$ cat src/rtl/pon_ds_pkg.sv
`timescale 1ns/1ps
package pon_ds_pkg;

  localparam logic [31:0] SYNC_WORD = 32'hB6AB_31E0;
  localparam int OFS_SYNC_END  = 3;
  localparam int OFS_IDENT_END = 7;
  localparam int OFS_BIP       = 8;
  localparam int OFS_LEN_HI    = 9;
  localparam int OFS_LEN_LO    = 10;
  localparam int OFS_LEN_CRC   = 11;
  localparam int OFS_SCR_FIRST = 4;
  localparam int IDENT_W       = 30;

  typedef enum logic [1:0] {ST_HUNT, ST_PRESYNC, ST_SYNC} align_state_t;

  typedef struct packed {
    logic [7:0] key;
    logic [6:0] next;
  } scr_step_t;

  // Eight key bits from a 7-stage x^7+x^6+1 generator, MSB first.
  function automatic scr_step_t scr_step(input logic [6:0] cur);
    scr_step_t r;
    logic [6:0] s;
    r = '0;
    s = cur;
    for (int i = 7; i >= 0; i--) begin
      r.key[i] = s[6];
      s = {s[5:0], s[6] ^ s[5]};
    end
    r.next = s;
    return r;
  endfunction

  // CRC-8, polynomial 0x07, zero preset, over a 16-bit word MSB first.
  function automatic logic [7:0] crc8_word(input logic [15:0] w);
    logic [7:0] c;
    logic fb;
    c = '0;
    for (int i = 15; i >= 0; i--) begin
      fb = c[7] ^ w[i];
      c  = {c[6:0], 1'b0};
      if (fb) c = c ^ 8'h07;
    end
    return c;
  endfunction

  function automatic logic [3:0] ones8(input logic [7:0] b);
    logic [3:0] n;
    n = '0;
    for (int i = 0; i < 8; i++) n = n + {3'b000, b[i]};
    return n;
  endfunction

endpackage

$ cat src/rtl/ds_align.sv
`timescale 1ns/1ps
module ds_align
  import pon_ds_pkg::*;
#(
  parameter int FRAME_BYTES = 19440,
  parameter int LOSS_MISSES = 5,
  localparam int POS_W  = $clog2(FRAME_BYTES),
  localparam int MISS_W = $clog2(LOSS_MISSES + 1)
) (
  input  logic             clk,
  input  logic             rst,
  input  logic             in_valid,
  input  logic [7:0]       din,
  input  logic [7:0]       dsc,
  output align_state_t     state,
  output logic [POS_W-1:0] pos,
  output logic             sync_end,
  output logic             sync_miss,
  output logic             id_ok,
  output logic             id_jump
);

  localparam logic [POS_W-1:0] POS_LAST = POS_W'(FRAME_BYTES - 1);

  logic [23:0]        raw_sh;
  logic [21:0]        dsc_sh;
  logic [IDENT_W-1:0] prev_id, cur_id;
  logic [MISS_W-1:0]  miss_cnt;
  logic               pre_seen;
  logic               match_now, at_sync, at_ident, id_seq, id_check;

  assign match_now = ({raw_sh, din} == SYNC_WORD);
  assign at_sync   = in_valid && (pos == POS_W'(OFS_SYNC_END));
  assign at_ident  = in_valid && (pos == POS_W'(OFS_IDENT_END));
  assign cur_id    = {dsc_sh, dsc};
  assign id_seq    = (cur_id == prev_id + IDENT_W'(1));

  assign sync_end  = in_valid && ((state == ST_HUNT) ? match_now : (pos == POS_W'(OFS_SYNC_END)));
  assign sync_miss = at_sync && (state != ST_HUNT) && !match_now;
  assign id_check  = at_ident && ((state == ST_SYNC) || (state == ST_PRESYNC && pre_seen));
  assign id_ok     = id_check && id_seq;
  assign id_jump   = at_ident && (state == ST_SYNC) && !id_seq;

  always_ff @(posedge clk) begin
    if (rst) begin
      state    <= ST_HUNT;
      pos      <= '0;
      raw_sh   <= '0;
      dsc_sh   <= '0;
      prev_id  <= '0;
      miss_cnt <= '0;
      pre_seen <= 1'b0;
    end else if (in_valid) begin
      raw_sh <= {raw_sh[15:0], din};
      dsc_sh <= {dsc_sh[13:0], dsc};
      if (state == ST_HUNT && match_now) pos <= POS_W'(OFS_SCR_FIRST);
      else if (pos == POS_LAST)          pos <= '0;
      else                               pos <= pos + 1'b1;

      case (state)
        ST_HUNT: begin
          if (match_now) begin
            state    <= ST_PRESYNC;
            pre_seen <= 1'b0;
            miss_cnt <= '0;
          end
        end
        ST_PRESYNC: begin
          if (pos == POS_W'(OFS_SYNC_END)) begin
            if (!match_now) state <= ST_HUNT;
            else            pre_seen <= 1'b1;
          end
          if (pos == POS_W'(OFS_IDENT_END)) begin
            if (!pre_seen) prev_id <= cur_id;
            else if (id_seq) begin
              state   <= ST_SYNC;
              prev_id <= cur_id;
            end else state <= ST_HUNT;
          end
        end
        ST_SYNC: begin
          if (pos == POS_W'(OFS_SYNC_END)) begin
            if (match_now) miss_cnt <= '0;
            else if (miss_cnt == MISS_W'(LOSS_MISSES - 1)) begin
              state    <= ST_HUNT;
              miss_cnt <= '0;
            end else miss_cnt <= miss_cnt + 1'b1;
          end
          if (pos == POS_W'(OFS_IDENT_END)) prev_id <= cur_id;
        end
        default: state <= ST_HUNT;
      endcase
    end
  end

endmodule

$ cat src/rtl/ds_descrambler.sv
`timescale 1ns/1ps
module ds_descrambler
  import pon_ds_pkg::*;
(
  input  logic       clk,
  input  logic       rst,
  input  logic       in_valid,
  input  logic       restart,
  output logic [7:0] key
);

  logic [6:0] gen;
  scr_step_t  step;

  assign step = scr_step(gen);
  assign key  = step.key;

  always_ff @(posedge clk) begin
    if (rst)           gen <= 7'h7F;
    else if (in_valid) gen <= restart ? 7'h7F : step.next;
  end

endmodule

$ cat src/rtl/ds_bip.sv
`timescale 1ns/1ps
module ds_bip
  import pon_ds_pkg::*;
#(
  parameter int CNT_W = 16,
  localparam int SUM_W = CNT_W + 1
) (
  input  logic             clk,
  input  logic             rst,
  input  logic             in_valid,
  input  logic [7:0]       line_byte,
  input  logic             at_bip,
  input  logic             locked,
  input  logic [7:0]       rx_bip,
  output logic [CNT_W-1:0] err_cnt
);

  logic [7:0]     acc;
  logic           armed, cmp_now;
  logic [3:0]     bad_bits;
  logic [SUM_W-1:0] sum;

  assign cmp_now  = at_bip && locked && armed;
  assign bad_bits = ones8(acc ^ rx_bip);
  assign sum      = {1'b0, err_cnt} + SUM_W'(bad_bits);

  always_ff @(posedge clk) begin
    if (rst) begin
      acc     <= '0;
      armed   <= 1'b0;
      err_cnt <= '0;
    end else begin
      if (in_valid) acc <= at_bip ? 8'h00 : (acc ^ line_byte);
      if (!locked)     armed <= 1'b0;
      else if (at_bip) armed <= 1'b1;
      if (cmp_now) err_cnt <= sum[CNT_W] ? {CNT_W{1'b1}} : sum[CNT_W-1:0];
    end
  end

endmodule

$ cat src/rtl/ds_frame_sync.sv
`timescale 1ns/1ps
module ds_frame_sync
  import pon_ds_pkg::*;
#(
  parameter int FRAME_BYTES = 19440,
  parameter int LOSS_MISSES = 5,
  parameter int CNT_W       = 16,
  localparam int POS_W = $clog2(FRAME_BYTES)
) (
  input  logic             clk,
  input  logic             rst,
  input  logic             in_valid,
  input  logic [7:0]       in_byte,
  output logic             out_valid,
  output logic [7:0]       out_byte,
  output logic             out_sof,
  output logic             locked,
  output logic             ident_jump,
  output logic             len_strobe,
  output logic [15:0]      len_value,
  output logic             len_crc_bad,
  output logic [CNT_W-1:0] bip_err_cnt,
  output logic [CNT_W-1:0] len_err_cnt
);

  align_state_t     st;
  logic [POS_W-1:0] pos;
  logic [7:0]       key, dsc, len_hi, len_lo, len_crc_exp;
  logic             ev_sync_end, ev_sync_miss, ev_id_ok, ev_id_jump;
  logic             in_sync, in_hdr, ev_len, len_bad_now;

  ds_align #(.FRAME_BYTES(FRAME_BYTES), .LOSS_MISSES(LOSS_MISSES)) u_align (
    .clk(clk), .rst(rst), .in_valid(in_valid), .din(in_byte), .dsc(dsc),
    .state(st), .pos(pos), .sync_end(ev_sync_end), .sync_miss(ev_sync_miss),
    .id_ok(ev_id_ok), .id_jump(ev_id_jump)
  );

  ds_descrambler u_dscr (
    .clk(clk), .rst(rst), .in_valid(in_valid), .restart(ev_sync_end), .key(key)
  );

  assign dsc     = in_byte ^ key;
  assign in_sync = (st == ST_SYNC);
  assign locked  = in_sync;
  assign in_hdr  = (pos < POS_W'(OFS_SCR_FIRST));

  ds_bip #(.CNT_W(CNT_W)) u_bip (
    .clk(clk), .rst(rst), .in_valid(in_valid), .line_byte(in_byte),
    .at_bip(in_valid && pos == POS_W'(OFS_BIP)), .locked(in_sync),
    .rx_bip(dsc), .err_cnt(bip_err_cnt)
  );

  assign len_crc_exp = crc8_word({len_hi, len_lo});
  assign ev_len      = in_valid && in_sync && (pos == POS_W'(OFS_LEN_CRC));
  assign len_bad_now = ev_len && (len_crc_exp != dsc);

  always_ff @(posedge clk) begin
    if (rst) begin
      out_valid   <= 1'b0;
      out_byte    <= '0;
      out_sof     <= 1'b0;
      ident_jump  <= 1'b0;
      len_hi      <= '0;
      len_lo      <= '0;
      len_strobe  <= 1'b0;
      len_value   <= '0;
      len_crc_bad <= 1'b0;
      len_err_cnt <= '0;
    end else begin
      out_valid   <= in_valid && in_sync;
      out_sof     <= in_valid && in_sync && (pos == '0);
      if (in_valid) out_byte <= in_hdr ? in_byte : dsc;
      ident_jump  <= ev_id_jump;
      if (in_valid && pos == POS_W'(OFS_LEN_HI)) len_hi <= dsc;
      if (in_valid && pos == POS_W'(OFS_LEN_LO)) len_lo <= dsc;
      len_strobe  <= ev_len;
      len_crc_bad <= len_bad_now;
      if (ev_len) len_value <= {len_hi, len_lo};
      if (len_bad_now && len_err_cnt != {CNT_W{1'b1}}) len_err_cnt <= len_err_cnt + 1'b1;
    end
  end

endmodule

$ cat config.mk
export PLATFORM = sky130hd
export DESIGN_NAME = ds_frame_sync
export DESIGN_NICKNAME = d
export VERILOG_FILES = /design/src/rtl/pon_ds_pkg.sv /design/src/rtl/ds_align.sv /design/src/rtl/ds_descrambler.sv /design/src/rtl/ds_bip.sv /design/src/rtl/ds_frame_sync.sv
export SDC_FILE = /design/constraint.sdc
export NUM_CORES = 1
export LEC_CHECK = 0
export ABC_AREA = 1
export CAP_MARGIN = 10
export CORE_AREA = 5 5 224 204
export CTS_CLUSTER_SIZE = 40
export DETAILED_ROUTE_END_ITERATION = 8
export DIE_AREA = 0 0 229 209
export GPL_ROUTABILITY_DRIVEN = 0
export PLACE_DENSITY = 0.38
export REMOVE_ABC_BUFFERS = 1
export SYNTH_ARGS = -nofsm -noshare
export SYNTH_HDL_FRONTEND = slang
export SYNTH_SLANG_ARGS = --single-unit
$ cat constraint.sdc
create_clock -name clk -period 8.9 [get_ports clk]
set_clock_uncertainty 0.1 [all_clocks]
set_input_delay 1.78 -clock clk [delete_from_list [all_inputs] [get_ports clk]]
set_output_delay 1.78 -clock clk [all_outputs]
set_load 0.02 [all_outputs]
# Word-level counts from Yosys, hierarchy flattened
# Cells that the tools add are included.
totals:
  elab_cells: 172
  output_inout_bits: 62
  memories: 0
  latch_bits: 0
  mem_bits_ro: 0
  mem_bits_rw: 0
  inputBits: 11
  ff_bits: 190
op_classes:
  order_cmp: 1
  mux: 47
  div: 0
  bitwise: 42
  reduce_logical: 26
  n_mul: 0
  eq_ne: 23
  n_addsub: 12
  shift: 0
op_table:
  columns: ["operator", "count"]
  rows:
  - ["two-way mux 30 bit", 4]
  - ["== test 15 x 4 -> 1 bit (second input constant)", 4]
  - ["two-way mux 3 bit", 20]
  - ["case mux 30 bit (2 select lines)", 1]
  - ["NOT 3 bit", 15]
  - ["== test 32 bit (second input constant)", 1]
  - ["adder 30 x 1 -> 30 bit (second input constant)", 1]
  - ["== test 30 bit", 1]
  - ["two-way mux 15 bit", 2]
  - ["adder 4 x 1 -> 4 bit", 6]
  - ["bitwise XOR 8 bit", 3]
  - ["two-way mux 2 bit", 9]
  - ["bitwise XOR 1 bit", 18]
  - ["adder 16 x 4 -> 17 bit", 1]
  - ["adder 16 x 1 -> 16 bit (second input constant)", 1]
  - ["two-way mux 16 bit", 1]
  - ["two-way mux 8 bit", 2]
  - ["!= test 16 bit (second input constant)", 1]
  - ["adder 15 x 1 -> 15 bit (second input constant)", 1]
  - ["== test 15 bit (second input constant)", 1]
  - ["== test 15 x 2 -> 1 bit (second input constant)", 1]
  - ["== test 15 x 3 -> 1 bit (second input constant)", 1]
  - ["logical AND 1 bit", 15]
  - ["zero test 15 bit", 1]
  - ["other kinds (23)", 40]

# Logic depth before layout (Yosys ltp)
# Gate-level depths: netlist of the first run.
depth:
  depth_word: 34
  ltp_mapped: 27
  mapped_depth_nobuf: 27

# Cells and area by module
# From an unflattened synthesis of the first run, not the netlist that was laid out.
unflattened:
  cells_unflattened: 1714
  hier_area_um2: 11215.8
modules_own_cells:
  columns: ["module", "cells_each", "area_per_inst_um2", "seq_area_each_um2", "instances"]
  rows:
  - ["ds_align", 860, 5586.6, 1941.9, 1]
  - ["ds_frame_sync", 562, 3598.5, 1221.2, 1]
  - ["ds_bip", 233, 1649.1, 500.5, 1]
  - ["ds_descrambler", 59, 381.6, 140.1, 1]

# Least setup slack after synthesis of the first run
# No wires, ideal clock.
synth_path:
  path_type: "input to register"
  start: "input in_byte[0]"
  end: "register u_bip.err_cnt[13]"
  t_required_ns: 8.730
  path_stages: 22
  slack_ns: 2.639
  setup_time_ns: 0.070
  path_buffers: 0
  arrival_ns: 6.091
  path_cell_list: "inv_1 -> nand3_1 -> nand2_1 -> xor2_1 -> ha_1 -> inv_1 -> fa_1 -> fa_1 -> fa_1 -> fa_1 -> fa_1 -> nor2_1 -> a211oi_1 -> nor2_1 -> inv_1 -> nor4_4 -> nand2_2 -> inv_2 -> nand2_2 -> o21ai_0 -> inv_1 -> a21oi_1"
synth_via:
  elab_chain_cells: 11
synth_lines:
  columns: ["item", "line", "source"]
  rows:
  - ["start: declaration", "ds_frame_sync.sv:13", "input logic [7:0] in_byte,"]
  - ["bitwise XOR 8 bit", "ds_frame_sync.sv:42", "assign dsc = in_byte ^ key;"]
  - ["bitwise XOR 8 bit", "ds_bip.sv:24", "assign bad_bits = ones8(acc ^ rx_bip);"]
  - ["adder 1 x 1 -> 2 bit", "pon_ds_pkg.sv:51", "for (int i = 0; i < 8; i++) n = n + {3'b000, b[i]};"]
  - ["adder 4 x 1 -> 4 bit (6 in a row)", "pon_ds_pkg.sv:51", null]
  - ["adder 16 x 4 -> 17 bit", "ds_bip.sv:25", "assign sum = {1'b0, err_cnt} + SUM_W'(bad_bits);"]
  - ["two-way mux 16 bit", "ds_bip.sv:36", "if (cmp_now) err_cnt <= sum[CNT_W] ? {CNT_W{1'b1}} : sum[CNT_W-1:0];"]
  - ["end signal: assignment", "ds_bip.sv:36", null]
  - ["end: declaration", "ds_bip.sv:15", "output logic [CNT_W-1:0] err_cnt"]
# Every way passes these cells.
# A chain may end at the register's enable or synchronous reset.

# Worst setup path after layout of the first run
# Same ends and word-level chain as after synthesis.

==> metrics, run 1 <==
leading area contributor after synthesis=dfxtp_1; routed vias=9,899; clock buffer depth=2; Reg-to-Reg Start=u_dscr.gen[6]; WL final=33,860 µm; synthesized cell area=0.01064 mm²; clk sinks=190; Yosys top cell area share=35.76%; Max-Cap Viols=0; Routed WL per cell=15.44 µm; clock share of power=42.3%; Detailed Routing Iterations Pass 1=5; Vias/cell=4.514; syn_area_per_cell=6.753 µm²; Die H=209 µm; Worst VDD drop=0.00009751 V; most common cell after layout, fill and taps aside=nand2_1; IO Count=73; worst path arrival time=7.13 ns; H-tree level count=4; sw power=570.2 µW; most used cell, CP=fa_1; Initial Util=24.52%; core area=0.04339 mm²; Reg clk slew, reported paths=0.07 ns; # setup viols final=0; synth-to-layout area growth=17.59%; Worst R2R Path Depth=24; Worst Hold Class=reg -> reg; outcome=finished, final reports clean; Net Sw Frac=27.66%; DIE AREA=0.04786 mm²; Sequential cell area=0.003804 mm²; setup bufs post-CTS=0; Max FO, Critical Path=10; Syn Inst Count=1,575; Crit. Startpoint=in_byte[0]; Max Clk Rate=146.1 MHz; CP cell instances=clkdlybuf4s50_1 > inv_1 > nand3_1 > nand2_1 > xor2_1 > ha_1 > inv_1 > fa_1 > fa_1 > fa_1 > fa_1 > fa_1 > nor2_1 > a211oi_1 > nor2_1 > inv_1 > nor4_4 > nand2_2 > inv_2 > nand2_2 > o21ai_0 > inv_1 > a21oi_1; slowest cell on the critical path=clkdlybuf4s50_1; Top FF cell, synth=dfxtp_1; Iter 0 DRT Violations=566; CP Capture Type=flip-flop; Worst path depth=23; Slew Viols, Final=0; CTS tree=built; IO Port Bufs=72; Worst Setup EP=u_bip.err_cnt[13]; root buf cell=clkbuf_16; synth top area cells=dfxtp_1 (36%), nand2_1 (14%), inv_1 (6.4%); first-pass GRT wire length=54,440 µm; cell-internal power=1491 µW; # fillers=4,700; commonest cells after routing, fill and taps aside=nand2_1 (386), dfxtp_1 (190), inv_1 (182); Final Cycle Share=76.88%; Critical Path Max Stage Delay=0.53 ns; critical path class=in -> reg; total CTS buffers=17; # rows=73; P_leak=0.005092 µW; Antenna Nets Post-Route=0; Netlist cell types=47; reg2reg end=u_bip.err_cnt[13]; CTS resizes=0; Logic pwr share=14.3%; RSZ-0062 raised after global routing=no; Finished Cell Area=0.01251 mm²; Min Clock Period, post-route=6.842 ns; EDFF count, synth=0; Residual DRC=0; TNS Setup=0 ns; Rel. slew slack=30.74%; FFs w/ async S/R, synth=0%; GRT Residual Overflow=0; Seq cells post-synth=190; hold slack=0.3642 ns; antenna violations before repair=1; Setup crit start kind=primary input; clk_lat worst skew=0.47 ns; pwr dens=164.8 mW/mm²; layout net count=1,648; synth warn=0; largest net degree at the start of global routing=70; pin slew with the least headroom to its limit=1.035 ns; vias in the first global route=9,568; setup slack, reg-to-reg=3.22 ns; Post-DP Area=0.01185 mm²; Die X-Extent=229 µm; multi-input combinational cell area=0.005848 mm²; Top delay family on crit path=adder cells; Final HPWL DP=24,370 µm; GR Util All Layers=14.18%; layout cell share with drive strength beyond 1=5.337%; final hold vios=0; Worst Path Required=9.19 ns; worst path bufs/invs=6; part of the power in registers=43.4%; Post-CTS Hold Fix Bufs=0; sequential fraction of the synthesis area=35.76%
layer usage:
metal,up-vias,wire length [µm],GRT usage [%]
met3,27,1326,3.206
met2,129,14960,22.04
met1,4542,17120,20.16
li1,5201,-,-
met5,-,0,0
met4,0,453,3.110
worst min-delay path: cells and delay by family (launching register included):
| kind | cells | cell delay, ns |
|---|---|---|
| flops | 1 | 0.30 |
| buf+inv | 1 | 0.06 |
| compound gates | 1 | 0.06 |
sequential cells by signal, summed over array words and instances (netlist names):
signal	count
len_strobe	1
u_align.state	2
out_valid	1
out_sof	1
out_byte	8
u_align.pre_seen	1
len_crc_bad	1
u_dscr.gen	7
len_err_cnt	16
u_bip.err_cnt	16
len_lo	8
u_bip.acc	8
len_value	16
u_align.miss_cnt	3
u_align.pos	15
ident_jump	1
len_hi	8
u_align.raw_sh	24
u_align.prev_id	30
u_bip.armed	1
u_align.dsc_sh	22
power by group through the flow:
stage	clock network, µW	logic [µW]	registers, µW
after floorplan	0	205	911
after global placement	0	298	915
after detailed placement	0	299	915
after CTS	903	300	895
after global routing	936	342	898
final	872	294	895
cell type report:
class / instances / share of cell area (%)
multi-input combinational: 1136 / 46.76
sequential: 190 / 30.41
timing repair buffer: 81 / 6.222
inverter: 191 / 5.742
tap: 562 / 5.622
clock buffer: 23 / 3.982
clock inverter: 9 / 1.240
antenna: 1 / 0.02001
how the worst min path moves through the flow:
stage                             startpoint                  to  slack [ns]  depth (start not counted)
after floorplan            u_align.raw_sh[1]   u_align.raw_sh[1]        0.33                          2
after global placement     u_align.raw_sh[2]   u_align.raw_sh[2]        0.35                          2
after detailed placement   u_align.raw_sh[1]   u_align.raw_sh[1]        0.35                          2
after CTS                  u_align.raw_sh[1]   u_align.raw_sh[1]        0.36                          2
after global routing       u_align.raw_sh[2]   u_align.raw_sh[2]        0.39                          2
final                     u_align.raw_sh[22]  u_align.raw_sh[22]        0.36                          2
synth_stat cells (5+ instances only):
cell,instances
nand2_1,386
dfxtp_1,190
inv_1,182
nor2_1,164
a21oi_1,136
o21ai_0,95
nand3_1,82
xor2_1,53
nand4_1,47
clkbuf_1,36
xnor2_1,26
nor3_1,24
nand3b_1,18
ha_1,15
nor2_2,11
buf_1,10
a211oi_1,9
a31oi_1,9
inv_2,8
nand2_2,8
nor4_1,8
buf_6,7
buf_2,5
fa_1,5
o211ai_1,5
stage by stage:
step / power, µW / setup slack [ns] / cells / util (%)
global route: 2177 / 1.665 / 2192 / 28.82
global placement: 1213 / 1.592 / 2160 / 27.32
detailed placement: 1214 / 1.553 / 2160 / 27.32
floorplan: 1116 / 2.639 / 1517 / -
finish: 2061 / 2.058 / 2193 / 28.83
CTS: 2098 / 2.041 / 2192 / 28.82
logic make-up (layout without fill, tap and decap cells):
logic type	count (synthesis)	count (layout)	synth area share, %
AND/OR/NAND/NOR	767	767	31.98
flip-flops	190	190	35.76
other	0	1	0
AO/OA/AOI/OAI	268	268	13.40
XOR/XNOR	81	81	6.811
adder cells (fa/ha/maj)	20	20	2.706
buffers and inverters	249	304	9.340
No activity file was read; power rests on OpenSTA's default activity.
==> inputs of run 2 (changes only) <==
Clock period 8.9 ns to 7.1 ns, I/O delays scaled along.
==> run 2 against run 1 <==
Compared with the run above:
- design area down 0.40%
- critical path type unchanged
- utilization down 0.12 points
- global-route usage down 0.36 points
- sequential cell count unchanged
- non-clock buffer count up 3
- worst hold slack worse by 0.0044 ns
- combinational power up 29%
- final cell count about the same
- clock power up 14%
==> metrics, run 2 (synthesis gave the netlist of run 1 again) <==
Die X-Extent=229 µm; slowest cell on the critical path=clkdlybuf4s50_1; most flop-heavy register=u_align.prev_id; IO Port Bufs=72; outcome=finished, final reports clean; clk sinks=190; # rows=73; core area=0.04339 mm²; # setup viols final=0; Non-Filler Instances=2,194; CP cell instances=clkdlybuf4s50_1 > inv_1 > nand3_1 > nand2_1 > xor2_1 > ha_1 > inv_1 > fa_1 > fa_1 > fa_1 > fa_1 > fa_1 > nor2_1 > a211oi_1 > nor2_1 > inv_1 > nor4_4 > nand2_2 > inv_2 > nand2_2 > o21ai_0 > inv_1 > a21oi_1; ANT cells=0; Final HPWL DP=23,820 µm; sw power=709.2 µW; Min Clock Period, post-route=6.369 ns; dpl cells=2,163; RSZ-0062 raised after global routing=no; final hold vios=0; Worst VDD drop=0.00009957 V; Max Clk Rate=157.0 MHz; GRT Residual Overflow=0; Rel. slew slack=23.97%; first-pass GRT wire length=53,250 µm; clock buffer depth=2; Detailed Routing Iterations Pass 1=5; cell-internal power=1782 µW; layout net count=1,651; root buf cell=clkbuf_16; Max-Cap Viols=0; Max FO, Critical Path=10; critical path class=in -> reg; # fillers=4,717; max reg flops=30; Routed WL per cell=15.05 µm; biggest regs=u_align.prev_id x30, u_align.raw_sh x24, u_align.dsc_sh x22; Initial Util=24.52%; Worst Hold Class=reg -> reg; Iter 0 DRT Violations=454; Logic pwr share=15.2%; synth-to-layout area growth=17.12%; antenna violations before repair=0; Worst Path Required=7.39 ns; TNS Setup=0 ns; clock share of power=39.8%; Antenna Nets Post-Route=0; CTS resizes=0; most used cell, CP=fa_1; pwr dens=200.0 mW/mm²; pin slew with the least headroom to its limit=1.130 ns; layout cell share with drive strength beyond 1=5.453%; Slew Viols, Final=0; hold slack=0.3598 ns; H-tree level count=4; DIE AREA=0.04786 mm²; GR Util All Layers=13.82%; setup bufs post-CTS=0; Residual DRC=0; Final Cycle Share=89.71%; Worst R2R Path Depth=24; vias in the first global route=9,287; worst path arrival time=6.66 ns; Net Sw Frac=28.46%; commonest cells after routing, fill and taps aside=nand2_1 (386), dfxtp_1 (190), inv_1 (182); total CTS buffers=17; CP Capture Type=flip-flop; P_leak=0.005072 µW; Post-CTS Hold Fix Bufs=0; Critical Path Max Stage Delay=0.57 ns; most common cell after layout, fill and taps aside=nand2_1; Vias/cell=4.465; CTS tree=built; WL final=33,010 µm; Die H=209 µm; Hold Path Stages=2; largest net degree at the start of global routing=67; Setup crit start kind=primary input; routed vias=9,796; clk_lat worst skew=0.46 ns; part of the power in registers=45.0%; Reg clk slew, reported paths=0.07 ns; IO Count=73
## run 2: final cells by class
| class | count | area, µm² | area share [%] |
|---|---|---|---|
| inverters | 191 | 718.2 | 5.765 |
| clock inverters | 10 | 112.6 | 0.9040 |
| well taps | 562 | 703.2 | 5.645 |
| clock buffers | 21 | 470.5 | 3.777 |
| flip-flops and latches | 190 | 3804 | 30.53 |
| multi-input cells | 1136 | 5848 | 46.95 |
| repair buffers | 84 | 800.8 | 6.428 |
## run 2: final timing paths
path / to / slack [ns] / from
worst min-delay path: u_align.raw_sh[2] / 0.36 / u_align.raw_sh[2]
worst max register to register: u_bip.err_cnt[13] / 1.64 / u_dscr.gen[6]
worst max-delay path: u_bip.err_cnt[13] / 0.73 / in_byte[0]
worst min register to register: u_align.raw_sh[2] / 0.36 / u_align.raw_sh[2]
## run 2: per-stage QoR
step	instance area [µm²]	setup slack (ns)	util [%]	total power (µW)
4_1_cts	12460	0.7540	28.71	2544
3_3_place_gp	11870	0.2854	27.37	1526
6_report	12460	0.7309	28.71	2492
5_1_grt	12460	0.3961	28.71	2647
3_5_place_dp	11870	0.2705	27.37	1532
2_1_floorplan	10360	1.199	-	1399
## run 2: power by group through the flow
stage / sequential (µW) / combinational [µW] / clock (µW)
floorplan: 1140 / 257 / 0
global placement: 1150 / 380 / 0
detailed placement: 1150 / 386 / 0
CTS: 1120 / 388 / 1030
global route: 1130 / 442 / 1080
finish: 1120 / 380 / 990
## run 2: per-layer routing
layer	share of wire [%]	track usage (%)	up-vias	routed length [µm]
li1	-	-	5207	-
met1	51	19.39	4492	16760
met2	46	22.45	80	15230
met3	2.3	2.622	17	762
met4	0.80	2.488	0	264
met5	0	0	-	0
## run 2: critical path: cells and delay by family
family / cells / cell delay [ns]
fa+ha+maj: 6 / 2.72
simple gates: 7 / 1.08
buf+inv: 6 / 0.96
compound gates: 3 / 0.31
xor+xnor: 1 / 0.15
==> inputs of run 3 (changes only) <==
Settings changed: MAX_ROUTING_LAYER set to met4, SKIP_CTS_REPAIR_TIMING set to 1, SLEW_MARGIN set to 20.
==> run 3 against run 2 <==
Compared with the run above:
- wire length is 0.24% higher
- via count is 0.33% higher
- worst hold slack hardly changed
- setup slack better by 0.038 ns
- first-iteration DRC count is 13% higher
- sequential power hardly changed
- largest power group unchanged
- highest routed layer unchanged
==> metrics, run 3 (synthesis gave the netlist of run 1 again) <==
Final HPWL DP=23,820 µm; final hold vios=0; Initial Util=24.52%; setup slack, reg-to-reg=1.66 ns; total CTS buffers=17; Worst VDD drop=0.00009965 V; Hold Path Stages=2; Slew Viols, Final=0; Min Clock Period, post-route=6.331 ns; Iter 0 DRT Violations=513; commonest cells after routing, fill and taps aside=nand2_1 (386), dfxtp_1 (190), inv_1 (182); final core occ=28.71%; Detailed Routing Iterations Pass 1=5; Final Cycle Share=89.17%; most common cell after layout, fill and taps aside=nand2_1; Worst R2R Path Depth=24; Hold Path End=u_align.raw_sh[2]; most used cell, CP=fa_1; Die H=209 µm; WL final=33,090 µm; clk sinks=190; pwr dens=200.7 mW/mm²; Top delay family on crit path=adder cells; IO Port Bufs=72; Worst Path Required=7.40 ns; RSZ-0062 raised after global routing=no; TNS Setup=0 ns; largest net degree at the start of global routing=67; Min-Delay Startpoint=u_align.raw_sh[2]; H-tree level count=4; vias in the first global route=9,275; GRT Residual Overflow=0; Reg clk slew, reported paths=0.08 ns; layout cell share with drive strength beyond 1=5.453%; Rel. slew slack=26.94%; most flop-heavy register=u_align.prev_id; # rows=73; Routed WL per cell=15.08 µm; Vias/cell=4.479; antenna violations before repair=0; worst path bufs/invs=6; Reg-to-Reg Start=u_dscr.gen[6]; CP cell instances=clkdlybuf4s50_1 > inv_1 > nand3_1 > nand2_1 > xor2_1 > ha_1 > inv_1 > fa_1 > fa_1 > fa_1 > fa_1 > fa_1 > nor2_1 > a211oi_1 > nor2_1 > inv_1 > nor4_4 > nand2_2 > inv_2 > nand2_2 > o21ai_0 > inv_1 > a21oi_1; Max FO, Critical Path=10; Max-Cap Viols=0; ANT cells=0; CP Capture Type=flip-flop; routed vias=9,828; GR Util All Layers=14.25%; IO Count=73; first-pass GRT wire length=53,270 µm; Residual DRC=0; critical path class=in -> reg; max reg flops=30; DIE AREA=0.04786 mm²; pin slew with the least headroom to its limit=1.086 ns; Worst Hold Class=reg -> reg; # setup viols final=0; root buf cell=clkbuf_16; CTS tree=built; outcome=finished, final reports clean; biggest regs=u_align.prev_id x30, u_align.raw_sh x24, u_align.dsc_sh x22; core area=0.04339 mm²; clk_lat worst skew=0.46 ns; slowest cell on the critical path=clkdlybuf4s50_1; worst path arrival time=6.63 ns; Max Clk Rate=158.0 MHz; Setup crit start kind=primary input; clock buffer depth=2; reg2reg end=u_bip.err_cnt[13]; synth-to-layout area growth=17.12%; P_leak=0.005072 µW; Critical Path Max Stage Delay=0.56 ns; layout net count=1,651; # fillers=4,717; Antenna Nets Post-Route=0; Die X-Extent=229 µm
## run 3: routing by layer
layer / share of wire (%) / global-route usage [%]
met1: 51 / 19.62
met2: 46 / 22.35
met3: 2.2 / 2.486
met4: 0.82 / 2.488
met5: 0 / -
## run 3: tightest hold or removal path, delay by kind of cell, from the launching register on
family | cells | cell delay (ns)
AO/OA/AOI/OAI | 1 | 0.05
flip-flops | 1 | 0.31
AND/OR/NAND/NOR | 1 | 0.06
## run 3: how the worst max path moves through the flow
stage | startpoint | endpoint | slack [ns] | cells past startpoint
finish | in_byte[0] | u_bip.err_cnt[13] | 0.77 | 23
global route | in_byte[0] | u_bip.err_cnt[13] | 0.40 | 25
CTS | in_byte[0] | u_bip.err_cnt[13] | 0.75 | 23
detailed placement | in_byte[0] | u_bip.err_cnt[13] | 0.27 | 23
global placement | in_byte[0] | u_bip.err_cnt[13] | 0.29 | 23
floorplan | in_byte[0] | u_bip.err_cnt[13] | 1.20 | 22
## run 3: cell type report
class / instances / area [µm²] / area share (%)
clock buffer: 21 / 470.5 / 3.777
tap: 562 / 703.2 / 5.645
sequential: 190 / 3804 / 30.53
timing repair buffer: 84 / 800.8 / 6.428
inverter: 191 / 718.2 / 5.765
multi-input combinational: 1136 / 5848 / 46.95
clock inverter: 10 / 112.6 / 0.9040
## run 3: power breakdown
| group | switching, µW | internal (µW) |
|---|---|---|
| Sequential | 26.4 | 1100 |
| Clock | 454 | 545 |
| Combinational | 237 | 143 |
## run 3: stage by stage
stage / std cells / power [µW] / instance area [µm²] / setup slack (ns) / hold WS [ns]
3_3_place_gp: 2163 / 1526 / 11870 / 0.2854 / 0.3507
4_1_cts: 2194 / 2544 / 12460 / 0.7540 / 0.3634
5_1_grt: 2194 / 2651 / 12460 / 0.3978 / 0.3909
6_report: 2194 / 2500 / 12460 / 0.7692 / 0.3594
3_5_place_dp: 2163 / 1532 / 11870 / 0.2705 / 0.3539
2_1_floorplan: 1517 / 1399 / 10360 / 1.199 / 0.3349
